`src/rtl/glf_pkg.sv`:
```
package glf_pkg;
    localparam int SEL_W   = 4;
    localparam int CNT_W   = 4;
    localparam int CNT_LSB = 4;
    localparam int CFG_W   = CNT_LSB + CNT_W + SEL_W;
    localparam int PRE_W   = (1 << SEL_W) - 1;

    typedef struct packed {
        logic [SEL_W-1:0] sel;
        logic [CNT_W-1:0] cnt;
    } filt_cfg_t;

    localparam filt_cfg_t FILT_CFG_RST = '{sel: SEL_W'(4), cnt: CNT_W'(9)};
endpackage

```
`src/rtl/glf_prescale.sv`:
```
module glf_prescale
    import glf_pkg::*;
(
    input  logic             clk,
    input  logic             rst_n,
    input  logic             clr,
    input  logic             run,
    input  logic [SEL_W-1:0] sel,
    output logic             tick
);
    localparam logic [SEL_W:0] SHIFT_TOP = (SEL_W+1)'(PRE_W);

    logic [PRE_W-1:0] pre_d, pre_q;
    logic [PRE_W-1:0] wrap_mask;
    logic [SEL_W:0]   shift_amt;

    always_comb begin
        shift_amt = SHIFT_TOP - {1'b0, sel};
        wrap_mask = {PRE_W{1'b1}} >> shift_amt;
        tick      = run && (pre_q == wrap_mask);
        pre_d     = pre_q;
        if (clr) begin
            pre_d = '0;
        end else if (run) begin
            pre_d = tick ? '0 : pre_q + 1'b1;
        end
    end

    always_ff @(posedge clk or negedge rst_n) begin
        if (!rst_n) pre_q <= '0;
        else        pre_q <= pre_d;
    end

    assert_clear_restarts_R5: assert property (@(posedge clk) disable iff (!rst_n)
        clr |=> (pre_q == '0));

    assert_idle_holds_R5: assert property (@(posedge clk) disable iff (!rst_n)
        (!clr && !run) |=> $stable(pre_q));
endmodule

```
`src/rtl/glf_lane.sv`:
```
module glf_lane
    import glf_pkg::*;
(
    input  logic      clk,
    input  logic      rst_n,
    input  logic      cfg_wr,
    input  filt_cfg_t cfg_in,
    input  logic      raw,
    output logic      filt
);
    typedef struct packed {
        filt_cfg_t        setting;
        logic [CNT_W-1:0] stab;
        logic             level;
    } lane_st_t;

    lane_st_t st_d, st_q;
    logic     differs;
    logic     pre_clr;
    logic     pre_run;
    logic     tick;
    logic     reached;

    assign differs = (raw != st_q.level);
    assign pre_clr = cfg_wr || !differs;
    assign pre_run = differs && (st_q.setting.cnt != '0);

    glf_prescale u_pre (
        .clk   (clk),
        .rst_n (rst_n),
        .clr   (pre_clr),
        .run   (pre_run),
        .sel   (st_q.setting.sel),
        .tick  (tick)
    );

    always_comb begin
        st_d    = st_q;
        reached = tick && (CNT_W'(st_q.stab + 1'b1) == st_q.setting.cnt);
        if (cfg_wr) begin
            st_d.setting = cfg_in;
            st_d.stab    = '0;
        end else if (!differs) begin
            st_d.stab = '0;
        end else if (st_q.setting.cnt == '0) begin
            st_d.level = raw;
            st_d.stab  = '0;
        end else if (tick) begin
            if (reached) begin
                st_d.level = raw;
                st_d.stab  = '0;
            end else begin
                st_d.stab = st_q.stab + 1'b1;
            end
        end
    end

    always_ff @(posedge clk or negedge rst_n) begin
        if (!rst_n) begin
            st_q.setting <= FILT_CFG_RST;
            st_q.stab    <= '0;
            st_q.level   <= 1'b0;
        end else begin
            st_q <= st_d;
        end
    end

    assign filt = st_q.level;

    assert_moves_to_raw_R3: assert property (@(posedge clk) disable iff (!rst_n)
        (st_q.level != $past(st_q.level)) |-> (!$past(cfg_wr) && ($past(raw) == st_q.level)));

    assert_write_keeps_out_R6: assert property (@(posedge clk) disable iff (!rst_n)
        cfg_wr |=> $stable(st_q.level));

    assert_match_clears_R5: assert property (@(posedge clk) disable iff (!rst_n)
        (!cfg_wr && !differs) |=> (st_q.stab == '0));

    assert_zero_count_R4: assert property (@(posedge clk) disable iff (!rst_n)
        (!cfg_wr && differs && st_q.setting.cnt == '0) |=> (st_q.level == $past(raw)));

    assert_stab_bound_R3: assert property (@(posedge clk) disable iff (!rst_n)
        (st_q.stab == '0) || (st_q.stab < st_q.setting.cnt));
endmodule

```
`src/rtl/glitch_filter.sv`:
```
module glitch_filter
    import glf_pkg::*;
#(
    parameter int NUM_PINS = 4
) (
    input  logic                clk,
    input  logic                rst_n,
    input  logic [NUM_PINS-1:0] cfg_wr,
    input  logic [CFG_W-1:0]    cfg_word,
    input  logic [NUM_PINS-1:0] pin_raw,
    output logic [NUM_PINS-1:0] pin_filt
);
    localparam int FIELD_HI = CFG_W - 1;

    filt_cfg_t cfg_field;
    assign cfg_field = filt_cfg_t'(cfg_word[FIELD_HI:CNT_LSB]);

    for (genvar g = 0; g < NUM_PINS; g++) begin : g_lane
        glf_lane u_lane (
            .clk    (clk),
            .rst_n  (rst_n),
            .cfg_wr (cfg_wr[g]),
            .cfg_in (cfg_field),
            .raw    (pin_raw[g]),
            .filt   (pin_filt[g])
        );
    end
endmodule

```
`config.mk`:
```
export PLATFORM = sky130hd
export DESIGN_NAME = glitch_filter
export DESIGN_NICKNAME = d
export VERILOG_FILES = /design/src/rtl/glf_pkg.sv /design/src/rtl/glf_prescale.sv /design/src/rtl/glf_lane.sv /design/src/rtl/glitch_filter.sv
export SDC_FILE = /design/constraint.sdc
export NUM_CORES = 1
export LEC_CHECK = 0
export ABC_AREA = 1
export BUFFER_PORTS_ARGS = -buffer_cell sky130_fd_sc_hd__buf_2
export CORE_UTILIZATION = 30
export CTS_BUF_LIST = sky130_fd_sc_hd__clkbuf_16
export DETAILED_ROUTE_END_ITERATION = 10
export PLACE_DENSITY_LB_ADDON = 0.3
export SYNTH_ARGS = -nofsm -noshare
export SYNTH_HDL_FRONTEND = slang
export SYNTH_SLANG_ARGS = --single-unit
```
`constraint.sdc`:
```
create_clock -name clk -period 2.2 [get_ports clk]
set_input_delay 0.33 -clock clk [delete_from_list [all_inputs] [get_ports clk]]
set_output_delay 0.33 -clock clk [all_outputs]
set_load 0.01 [all_outputs]
```
==> results of run 1 <==
[repair_timing]
action / CTS / global route
setup endpoints to repair: 0 / 5
gates resized for setup: 0 / 1
hold buffers: 1 / 0
endpoints found under the hold margin: 7 / 0
[worst min-delay path: cells and delay by family]
kind | cells | cell delay (ns)
simple gates | 2 | 0.10
buf+inv | 1 | 0.12
[layout make-up]
type                    instances  area (sq um)  area share
well taps                     324           405      0.0487
multi-input cells             807          4070       0.489
clock inverters                 7          80.1     0.00961
flip-flops and latches        112          2820       0.338
inverters                     127           477      0.0572
clock buffers                   9           225      0.0270
repair buffers                 35           253      0.0303
[cell usage in the layout, fill, tap and decap left out, types with 3 or more instances in the layout]
cell | Yosys | final
ha_1 | 8 | 8
inv_2 | 12 | 12
nand3_2 | 3 | 3
o21ai_0 | 54 | 54
or2_2 | 4 | 4
nor2_4 | 5 | 5
buf_12 | 0 | 3
inv_1 | 114 | 114
dfrtp_1 | 100 | 100
and2_1 | 5 | 5
clkinvlp_4 | 0 | 4
xnor2_1 | 12 | 12
a21oi_1 | 17 | 17
nand3_1 | 100 | 100
clkbuf_16 | 0 | 9
nand2_1 | 282 | 281
nor2_1 | 132 | 132
o22ai_1 | 13 | 13
nand2_4 | 4 | 4
nand3b_1 | 3 | 3
nand2_2 | 7 | 8
o21ai_1 | 12 | 12
dfstp_2 | 12 | 12
xor2_1 | 56 | 56
buf_4 | 5 | 11
nor2_2 | 5 | 5
buf_2 | 4 | 20
nand4_1 | 37 | 37
and3_1 | 3 | 3
nor3_1 | 31 | 31
[cell families (layout without fill, tap and decap cells)]
group                    Yosys count  after routing  share of synthesized area
AO/OA/AOI/OAI                    100            100                     0.0702
XOR/XNOR                          68             68                     0.0795
adder cells (fa/ha/maj)            8              8                     0.0134
buffers and inverters            146            178                     0.0800
flip-flops                       112            112                      0.376
multiplexers                       2              2                    0.00301
AND/OR/NAND/NOR                  629            629                      0.378
[worst paths after layout]
kind / startpoint / end / depth (start not counted)
worst min-delay path: pin_raw[1] / g_lane[1].u_lane.filt / 3
worst max-delay path: g_lane[1].u_lane.st_q[12] / g_lane[1].u_lane.u_pre.pre_q[8] / 10
worst max register to register: g_lane[1].u_lane.st_q[12] / g_lane[1].u_lane.u_pre.pre_q[8] / 10
max in group asynchronous: rst_n / g_lane[3].u_lane.st_q[11] / 3
worst min register to register: g_lane[0].u_lane.st_q[5] / g_lane[0].u_lane.st_q[5] / 2
min in group asynchronous: rst_n / g_lane[0].u_lane.u_pre.pre_q[10] / 2
[where the power goes]
group | switching (mW) | internal [mW] | total [mW]
clock | 0.829 | 0.897 | 1.73
combinational | 0.750 | 0.379 | 1.13
sequential | 0.149 | 2.18 | 2.33
[state kept, by name (all words and copies together), names as in the netlist]
name and flops:
g_lane.u_lane.u_pre.pre_q 60, g_lane.u_lane.st_q 48, g_lane.u_lane.filt 4
[layer usage]
| layer | share of wire | vias up | track usage |
|---|---|---|---|
| met3 | 0.031 | 21 | 0.0278 |
| met1 | 0.51 | 3085 | 0.209 |
| li1 | - | 3500 | - |
| met4 | 0.015 | 2 | 0.0463 |
| met2 | 0.45 | 95 | 0.243 |
| met5 | 0.00055 | - | 0 |
[per-stage QoR]
step	setup slack [ns]	hold WS, ns	util	std cells	instance area (sq um)
after floorplan	0.539	0.0344	-	1065	7490
after global placement	0.158	0.381	0.329	1404	8010
final	0.229	0.216	0.342	1421	8330
after CTS	0.168	0.203	0.341	1421	8330
after detailed placement	0.185	0.386	0.329	1404	8010
after global routing	0.00467	0.230	0.342	1421	8330
[Yosys cell counts (8+ instances only)]
library cell / number / area, sq um
nand2_1: 282 / 1060
nand4_1: 37 / 231
a21oi_1: 17 / 85.1
inv_2: 12 / 45.0
o21ai_0: 54 / 270
nor2_1: 132 / 495
ha_1: 8 / 100
o22ai_1: 13 / 81.3
xnor2_1: 12 / 105
o21ai_1: 12 / 60.1
nor3_1: 31 / 155
dfstp_2: 12 / 315
xor2_1: 56 / 490
dfrtp_1: 100 / 2500
inv_1: 114 / 428
nand3_1: 100 / 500
==> metrics.md, run 1 <==
| Metric | Value |
|---|---|
| Status | finished clean |
| Leak Pwr | 3.81 nW |
| Max-cap violations | 0 |
| PD cells | 622 nW/um^2 |
| Slew margin rel. | 0.583 |
| Synth warn | 0 |
| Initial antenna violation count | 1 |
| Final setup skew | 0.00716 ns |
| Setup slack, reg-to-reg | 0.23 ns |
| Clk pin slew, worst setup/hold paths | 0.08 ns |
| Antenna Diode Count | 0 |
| Cell Area, Synth | 7490 sq um |
| Final-report max-slew violation count | 0 |
| Final wirelength | 18.3 mm |
| Vias | 6703 |
| Synthesized flop and latch total | 112 |
| Maximum buffer depth of the clock tree | 2 |
| Setup bufs post-CTS | 0 |
| Crit. End Element | flip-flop |
| Drt first pass iters | 5 |
| Worst hold path type | primary input to flip-flop |
| Post-synth ARST share | 1.00 |
| Initial Util | 0.307 |
| PortBufs | 21 |
| TritonCTS buffer count | 9 |
| First-pass GRT wire length | 32.1 mm |
| Period utilization | 0.896 |
| Io pins | 26 |
| CTS tree | yes |
| Seq/Total Area, Yosys | 0.376 |
| Root buffer cell | clkbuf_16 |
| Total Power | 5.19 mW |
| Cell chain of the critical path | nor2_4 -> inv_1 -> nand2_1 -> nand2_1 -> nor3_1 -> nand2_1 -> nor2_1 -> nand3_2 -> nand2_4 -> nor3_1 |
| H-tree depth | 3 |
| Die Span Y | 160 um |
| Max VDD drop | 0.342 mV |
| Core area | 24400 sq um |
| Nets@finish | 1122 |
| Maximum fanout along the worst path | 11 |
| Post-synth EDFFs | 0 |
| Grt ovf | 0 |
| Total Routing Usage GR | 0.152 |
| Critical path class | flip-flop to flip-flop |
| Die area | 25600 sq um |
| DR DRC count | 0 |
| Endpoints failing hold | 0 |
| Detailed Place HPWL | 14.2 mm |
| Worst EP required | 2.45 ns |
| CP startpoint kind | flip-flop |
| Fill cells | 2676 |
| Die W | 160 um |
| Gate Count Post-Synth | 1065 |
| Clk sinks | 112 |
| Worst Tran Pin Value | 0.626 ns |
| Max Freq | 507 MHz |
| Area Growth Syn to Fin | 11.3% |
| Clk_lat worst skew | 0.36 ns |
| RSZ-0062 raised after global routing | no |
| Critical path's most frequent cell | nand2_1 |
| Mapped Nets | 1095 |
| TNS Setup | 0 ns |
| Vias in the first global route | 6519 |
| Syn_area_per_cell | 7.03 sq um |
| Max stage delay on crit path | 0.53 ns |
| Drt wl/cell | 12.9 um |
| Setup Viol. Count Final | 0 |
| Largest net degree at the start of global routing | 43 |
| Worst Path Buf+Inv | 1 |
| Fin crit period | 1.97 ns |
| Row cnt | 57 |
| Post-synth top flop | dfrtp_1 |
| Layout cells sized above 1 | 0.0994 |
| Critical-path top delay cell | dfrtp_1 |
| Synth cell types | 40 |
| Arr. time, crit path | 2.22 ns |
| RePlAce Congestion | 0.887 |
| Critical path's top delay family | simple AND/OR/NAND/NOR gates |
| Via density | 4.72 |
| Initial drt markers | 353 |
| Antenna viol nets, final | 0 |
Note: power is estimated with default switching activity, not from simulation.
==> inputs of run 2 (changes only) <==
--- a/config.mk
+++ b/config.mk
@@ -7,6 +7,7 @@
 export LEC_CHECK = 0
 export ABC_AREA = 1
 export BUFFER_PORTS_ARGS = -buffer_cell sky130_fd_sc_hd__buf_2
+export CORE_ASPECT_RATIO = 1.2
 export CORE_UTILIZATION = 30
 export CTS_BUF_LIST = sky130_fd_sc_hd__clkbuf_16
 export DETAILED_ROUTE_END_ITERATION = 10
==> constraint.sdc (replaced) <==
create_clock -name clk -period 2.34 [get_ports clk]
set_input_delay 0.351 -clock clk [delete_from_list [all_inputs] [get_ports clk]]
set_output_delay 0.351 -clock clk [all_outputs]
set_load 0.01 [all_outputs]
==> run 2 against run 1 <==
  * Combinational power decreased by 6%
  * Count of clock-buffer cells in the layout unchanged
  * Largest power group unchanged
  * Die area about the same
  * Highest routed layer is now met4
  * Wire length increased by 3.0%
  * Critical endpoint is now g_lane[2].u_lane.u_pre.pre_q[13]
==> metrics.md, run 2 (same netlist as run 1, synthesis figures left out) <==
| Metric | Value |
|---|---|
| Status | finished clean (unchanged) |
| Final-report max-slew violation count | 0 (unchanged) |
| First-pass GRT wire length | 32.2 mm (was 32.1 mm) |
| Critical path class | flip-flop to flip-flop (unchanged) |
| Root buffer cell | clkbuf_16 (unchanged) |
| Area Growth Syn to Fin | 9.91% (was 11.3%) |
| PortBufs | 21 (unchanged) |
| CP startpoint kind | flip-flop (unchanged) |
| FF-to-FF End | g_lane[2].u_lane.u_pre.pre_q[13] (was g_lane[1].u_lane.u_pre.pre_q[8]) |
| Initial antenna violation count | 0 (was 1) |
| Max Freq | 489 MHz (was 507 MHz) |
| Vias | 6754 (was 6703) |
| Die Span Y | 175 um (was 160 um) |
| Worst hold path type | primary input to async pin (was primary input to flip-flop) |
| Maximum buffer depth of the clock tree | 2 (unchanged) |
| Io pins | 26 (unchanged) |
| Nets@finish | 1117 (was 1122) |
| Fill cells | 2653 (was 2676) |
| Initial Util | 0.309 (was 0.307) |
| Detailed Place HPWL | 14.0 mm (was 14.2 mm) |
| Layout cells sized above 1 | 0.0925 (was 0.0994) |
| TritonCTS buffer count | 9 (unchanged) |
| Crit. End Element | flip-flop (unchanged) |
| Place WS | 0.272 ns (was 0.185 ns) |
| Commonest non-fill, non-tap cell in the layout | nand2_1 (unchanged) |
| Setup Viol. Count Final | 0 (unchanged) |
| Max-cap violations | 0 (unchanged) |
| CTS tree | yes (unchanged) |
| Reg-to-Reg Start | g_lane[2].u_lane.st_q[12] (was g_lane[1].u_lane.st_q[12]) |
| Top reg by flops | g_lane.u_lane.u_pre.pre_q (unchanged) |
| TNS Setup | 0 ns (unchanged) |
| Worst EP required | 2.57 ns (was 2.45 ns) |
| H-tree depth | 3 (unchanged) |
| RSZ-0062 raised after global routing | no (unchanged) |
| PD cells | 578 nW/um^2 (was 622 nW/um^2) |
| Clk_lat worst skew | 0.36 ns (about the same) |
| Endpoints failing hold | 0 (unchanged) |
| Arr. time, crit path | 2.28 ns (was 2.22 ns) |
| Most frequent cells in the layout | nand2_1, nor2_1, inv_1, nand3_1, dfrtp_1 (unchanged) |
| Grt ovf | 0 (unchanged) |
| Final setup skew | 0.0102 ns (was 0.00716 ns) |
| Final WS setup | 0.296 ns (was 0.229 ns) |
| Slew margin rel. | 0.565 (was 0.583) |
| RePlAce Congestion | 0.874 (was 0.887) |
| Largest net degree at the start of global routing | 113 (was 43) |
| Worst setup path end | g_lane[2].u_lane.u_pre.pre_q[13] (was g_lane[1].u_lane.u_pre.pre_q[8]) |
| Footprint of the multi-input gates | 4080 sq um (was 4070 sq um) |
| Drt first pass iters | 5 (unchanged) |
| Maximum fanout along the worst path | 8 (was 11) |
| Total Routing Usage GR | 0.155 (was 0.152) |
| Final wirelength | 18.9 mm (was 18.3 mm) |
| Die W | 146 um (was 160 um) |
| Reg area | 2820 sq um (unchanged) |
| Max VDD drop | 0.351 mV (was 0.342 mV) |
| Antenna viol nets, final | 0 (unchanged) |
| Max reg flops | 60 (unchanged) |
| Fin crit period | 2.04 ns (was 1.97 ns) |
| Worst r2r path cells | 8 (was 10) |
| Post-CTS Hold Fix Bufs | 0 (was 1) |
| Leak Pwr | 3.77 nW (was 3.81 nW) |
| CP startpoint | g_lane[2].u_lane.st_q[12] (was g_lane[1].u_lane.st_q[12]) |
| Core area | 24200 sq um (was 24400 sq um) |
| Via density | 4.78 (was 4.72) |
| Antenna Diode Count | 0 (unchanged) |
| Row cnt | 62 (was 57) |
| Die area | 25600 sq um (about the same) |
| Drt wl/cell | 13.4 um (was 12.9 um) |
| Post-layout util | 0.340 (was 0.342) |
| Period utilization | 0.874 (was 0.896) |
| Setup slack, reg-to-reg | 0.30 ns (was 0.23 ns) |
| Vias in the first global route | 6625 (was 6519) |
| Clk pin slew, worst setup/hold paths | 0.08 ns (about the same) |
| Clk sinks | 112 (unchanged) |
| Initial drt markers | 499 (was 353) |
| Worst Tran Pin Value | 0.653 ns (was 0.626 ns) |
| Setup bufs post-CTS | 0 (unchanged) |
| DR DRC count | 0 (unchanged) |
==> run 2: changes by cell type in the layout (fill, tap and decap cells not counted) <==
cell | previous run | this run
nor2_4 | 5 | 6
dlygate4sd3_1 | 1 | 0
bufinv_16 | 1 | 0
buf_12 | 3 | 1
nor2_2 | 5 | 4
nand2_1 | 281 | 282
clkinvlp_4 | 4 | 2
buf_4 | 11 | 9
nand2_2 | 8 | 7
clkinv_1 | 1 | 4
==> run 2: worst min path at each step <==
| stage | endpoint | cells after the start | slack, ns | from |
|---|---|---|---|---|
| after floorplan | g_lane[0].u_lane.filt | 0 | 0.06 | rst_n |
| after global placement | g_lane[0].u_lane.st_q[4] | 2 | 0.48 | g_lane[0].u_lane.st_q[4] |
| after detailed placement | g_lane[0].u_lane.u_pre.pre_q[13] | 2 | 0.49 | rst_n |
| after CTS | g_lane[0].u_lane.u_pre.pre_q[13] | 2 | 0.10 | rst_n |
| after global routing | g_lane[0].u_lane.u_pre.pre_q[5] | 2 | 0.13 | rst_n |
| final | g_lane[0].u_lane.u_pre.pre_q[4] | 2 | 0.02 | rst_n |
==> run 2: layer usage <==
layer,vias to the layer above,track usage,wire length (um)
met2,132,0.271,9090
li1,3480,-,-
met1,3116,0.195,8810
met5,-,0,0
met4,0,0.0530,376
met3,26,0.0196,574
==> run 2: area by class of cell <==
type	count	area share
Clock buffer	9	0.0274
Clock inverter	7	0.00562
Inverter	127	0.0579
Multi-Input combinational cell	807	0.495
Sequential cell	112	0.342
Tap cell	320	0.0486
Timing Repair Buffer	30	0.0228
==> run 2: power by group <==
| group | leakage, nW | switching [mW] | internal [mW] |
|---|---|---|---|
| logic | 2.17 | 0.711 | 0.346 |
| registers | 1.48 | 0.141 | 2.05 |
| clock network | 0.126 | 0.779 | 0.726 |
==> run 2: stage by stage <==
stage	total power [mW]	cells	hold slack, ns	cell area, sq um
5_1_grt	5.05	1412	0.131	8230
6_report	4.76	1412	0.0227	8230
3_3_place_gp	3.28	1396	0.485	7950
3_5_place_dp	3.29	1396	0.491	7950
2_1_floorplan	2.99	1065	0.0554	7490
4_1_cts	4.82	1412	0.102	8230
==> run 2: timing repair <==
| action | 4_1_cts | 5_1_grt |
|---|---|---|
| gates resized for setup | 0 | 1 |
| setup endpoints to repair | 0 | 3 |
| endpoints found under the hold margin | 0 | 0 |
==> run 2: critical path: stages (launching register included) <==
cell and delay, ns:
dfrtp_1 0.54, nand2_2 0.18, o21ai_1 0.21, nand2_1 0.08
nand3b_1 0.16, nor2_1 0.12, nand3_2 0.24, nand2_1 0.28
o22ai_1 0.11
==> inputs of run 3 (changes only) <==
--- a/config.mk
+++ b/config.mk
@@ -5,13 +5,13 @@
 export SDC_FILE = /design/constraint.sdc
 export NUM_CORES = 1
 export LEC_CHECK = 0
-export ABC_AREA = 1
+export ABC_AREA = 0
 export BUFFER_PORTS_ARGS = -buffer_cell sky130_fd_sc_hd__buf_2
 export CORE_ASPECT_RATIO = 1.2
 export CORE_UTILIZATION = 30
 export CTS_BUF_LIST = sky130_fd_sc_hd__clkbuf_16
 export DETAILED_ROUTE_END_ITERATION = 10
-export PLACE_DENSITY_LB_ADDON = 0.3
+export PLACE_DENSITY = 0.43
 export SYNTH_ARGS = -nofsm -noshare
 export SYNTH_HDL_FRONTEND = slang
 export SYNTH_SLANG_ARGS = --single-unit
==> run 3 against run 2 <==
  * The run now ends with hold timing, setup timing left
  * Fmax shrank 19%
  * Global-route usage grew 1.7 points
  * Hold slack lost 0.028 ns
  * Die area shrank 2.2%
  * Clock power grew 13%
  * Highest routed layer unchanged
==> metrics.md, run 3 <==
| Metric | Value |
|---|---|
| Seq/Total Area, Yosys | 0.385 (was 0.376) |
| First-pass GRT wire length | 33.8 mm (was 32.2 mm) |
| Placed cells | 1244 (was 1396) |
| Final-report max-slew violation count | 0 (unchanged) |
| Area after DPL | 8580 sq um (was 7950 sq um) |
| Non-Filler Instances | 1283 (was 1412) |
| Worst hold path type | primary input to async pin (unchanged) |
| Drt wl/cell | 16.1 um (was 13.4 um) |
| Top post-synthesis cells by area | dfrtp_1, xnor2_1, dfstp_2 (was dfrtp_1, nand2_1, nand3_1) |
| Total Routing Usage GR | 0.172 (was 0.155) |
| Initial antenna violation count | 0 (unchanged) |
| Die W | 145 um (was 146 um) |
| Yosys top cell by area | dfrtp_1 (unchanged) |
| Period utilization | 1.08 (was 0.874) |
| Row cnt | 62 (unchanged) |
| Post-synth top flop | dfrtp_1 (unchanged) |
| Top reg by flops | g_lane.u_lane.u_pre.pre_q (unchanged) |
| PD cells | 509 nW/um^2 (was 578 nW/um^2) |
| Max stage delay on crit path | 0.59 ns (was 0.54 ns) |
| Io pins | 26 (unchanged) |
| Status | finished with violations (was finished clean) |
| Fill cells | 2463 (was 2653) |
| Antenna viol nets, final | 0 (unchanged) |
| FF-to-FF End | g_lane[3].u_lane.st_q[1] (was g_lane[2].u_lane.u_pre.pre_q[13]) |
| Synthesized flop and latch total | 112 (unchanged) |
| Post-synth EDFFs | 0 (unchanged) |
| Critical-path top delay cell | or4_4 (was dfrtp_1) |
| Total Power | 4.85 mW (was 4.76 mW) |
| Setup slack, reg-to-reg | -0.18 ns (was 0.30 ns) |
| Post-synth ARST share | 1.00 (unchanged) |
| RSZ-0062 raised after global routing | yes (was no) |
| Detailed Place HPWL | 14.8 mm (was 14.0 mm) |
| Reg area | 2820 sq um (about the same) |
| Endpoints failing hold | 1 (was 0) |
| Most frequent cell after synthesis | dfrtp_1 (was nand2_1) |
| Max reg flops | 60 (unchanged) |
| Synth warn | 0 (unchanged) |
| Setup Viol. Count Final | 18 (was 0) |
| Post-CTS Hold Fix Bufs | 0 (unchanged) |
| CP startpoint kind | flip-flop (unchanged) |
| Layout cells sized above 1 | 0.320 (was 0.0925) |
| Failing checks | hold timing, setup timing |
| Post-layout util | 0.397 (was 0.340) |
| Nets@finish | 988 (was 1117) |
| Mapped Nets | 861 (was 1095) |
| Cell chain of the critical path | nor3_1 -> nor2_1 -> o31ai_1 -> nand3_1 -> or4_4 -> buf_6 -> or3_4 -> a21oi_2 (was nand2_2 -> o21ai_1 -> nand2_1 -> nand3b_1 -> nor2_1 -> nand3_2 -> nand2_1 -> o22ai_1) |
| Place WS | -0.265 ns (was 0.272 ns) |
| Grt ovf | 0 (unchanged) |
| Worst EP required | 2.64 ns (was 2.57 ns) |
| Syn_area_per_cell | 8.81 sq um (was 7.03 sq um) |
| Synth cell types | 71 (was 40) |
| DR DRC count | 0 (unchanged) |
| Max VDD drop | 0.345 mV (was 0.351 mV) |
| Max-cap violations | 0 (unchanged) |
| Die area | 25000 sq um (was 25600 sq um) |
| Vias | 6573 (was 6754) |
| Maximum fanout along the worst path | 5 (was 8) |
| Drt first pass iters | 5 (unchanged) |
| Clk_lat worst skew | 0.37 ns (was 0.36 ns) |
| Final wirelength | 20.7 mm (was 18.9 mm) |
| Largest net degree at the start of global routing | 74 (was 113) |
| Initial Util | 0.305 (was 0.309) |
| Clk sinks | 112 (unchanged) |
| CTS tree | yes (unchanged) |
| Commonest non-fill, non-tap cell in the layout | buf_4 (was nand2_1) |
| Area Growth Syn to Fin | 30.2% (was 9.91%) |
| TritonCTS buffer count | 9 (unchanged) |
| Leak Pwr | 3.88 nW (was 3.77 nW) |
| Via density | 5.12 (was 4.78) |
| Crit. End Element | flip-flop (unchanged) |
| PortBufs | 21 (unchanged) |
| Maximum buffer depth of the clock tree | 2 (unchanged) |
| H-tree depth | 3 (unchanged) |
| Fin Hold WS | -0.00483 ns (was 0.0227 ns) |
| Final setup skew | 0.0112 ns (was 0.0102 ns) |
| Area share of the largest cell type after synthesis | 0.342 (was 0.334) |
| Reg-to-Reg Start | g_lane[3].u_lane.st_q[9] (was g_lane[2].u_lane.st_q[12]) |
| Final WS setup | -0.183 ns (was 0.296 ns) |
| RePlAce Congestion | 0.822 (was 0.874) |
| Critical path class | flip-flop to flip-flop (unchanged) |
| Slew margin rel. | 0.644 (was 0.565) |
| Root buffer cell | clkbuf_16 (unchanged) |
| TNS Setup | -2.37 ns (was 0 ns) |
| Gate Count Post-Synth | 831 (was 1065) |
| Synth cell count leaders | dfrtp_1, nand2_1, nor2_1 (was nand2_1, nor2_1, inv_1, dfrtp_1, nand3_1) |
| Cell Area, Synth | 7320 sq um (was 7490 sq um) |
| Post-route cell area | 9530 sq um (was 8230 sq um) |
| Footprint of the multi-input gates | 4630 sq um (was 4080 sq um) |
| Worst r2r path cells | 8 (unchanged) |
| Die Span Y | 173 um (was 175 um) |
| Core area | 24000 sq um (was 24200 sq um) |
| Worst Tran Pin Value | 0.534 ns (was 0.653 ns) |
| Antenna Diode Count | 0 (unchanged) |
| Initial drt markers | 337 (was 499) |
| Vias in the first global route | 6589 (was 6625) |
| Most frequent cells in the layout | buf_4, dfrtp_1, nand2_1, nor2_1, nand3_1 (was nand2_1, nor2_1, inv_1, nand3_1, dfrtp_1) |
| Clk pin slew, worst setup/hold paths | 0.08 ns (about the same) |
| Arr. time, crit path | 2.82 ns (was 2.28 ns) |
| Fin crit period | 2.52 ns (was 2.04 ns) |
| Max Freq | 396 MHz (was 489 MHz) |
## run 3: worst max path at each step
stage          cells after the start                  endpoint                      start  slack, ns
2_1_floorplan                      9  g_lane[3].u_lane.st_q[4]   g_lane[3].u_lane.st_q[8]      -0.09
3_3_place_gp                       8  g_lane[3].u_lane.st_q[1]  g_lane[3].u_lane.st_q[12]      -0.24
3_5_place_dp                       8  g_lane[3].u_lane.st_q[1]  g_lane[3].u_lane.st_q[12]      -0.27
4_1_cts                            8  g_lane[3].u_lane.st_q[1]  g_lane[3].u_lane.st_q[11]      -0.16
5_1_grt                            8  g_lane[3].u_lane.st_q[1]  g_lane[3].u_lane.st_q[11]      -0.29
6_report                           8  g_lane[3].u_lane.st_q[1]   g_lane[3].u_lane.st_q[9]      -0.18
## run 3: repair_timing
action / 4_1_cts / 5_1_grt
setup endpoints to repair: 43 / 55
endpoints found under the hold margin: 0 / 0
buffers inserted: 12 / 10
gates resized for setup: 38 / 69
gates cloned: 1 / 2
pin swaps: 14 / 40
## run 3: kinds of logic after synthesis
| logic type | after synthesis | share of synthesized area |
|---|---|---|
| AO/OA/AOI/OAI | 181 | 0.168 |
| AND/OR/NAND/NOR | 360 | 0.257 |
| flip-flops | 112 | 0.385 |
| buffers and inverters | 67 | 0.0438 |
| adder cells (fa/ha/maj) | 8 | 0.0137 |
| XOR/XNOR | 74 | 0.0885 |
| multiplexers | 29 | 0.0441 |
## run 3: worst max-delay path, delay by kind of cell, from the launching register on
family,cells,cell delay [ns]
buffers and inverters,1,0.15
AOI/OAI and AO/OA,2,0.40
DFF,1,0.43
and+or+nand+nor,5,1.49
## run 3: per-layer routing
metal,vias up,part of all wire,track usage
li1,3273,-,-
met1,3174,0.46,0.220
met2,96,0.49,0.292
met3,30,0.023,0.0213
met4,0,0.025,0.0654
met5,-,0,0
## run 3: area by class of cell
class / count / area share
multi-input cells: 653 / 0.486
flip-flops and latches: 112 / 0.296
repair buffers: 166 / 0.136
well taps: 320 / 0.0420
clock buffers: 9 / 0.0236
clock inverters: 7 / 0.00893
inverters: 16 / 0.00683
## run 3: power by group
part	internal [mW]	switching [mW]	total, mW
combinational	0.506	0.529	1.04
sequential	2.02	0.0938	2.11
clock	0.858	0.845	1.70
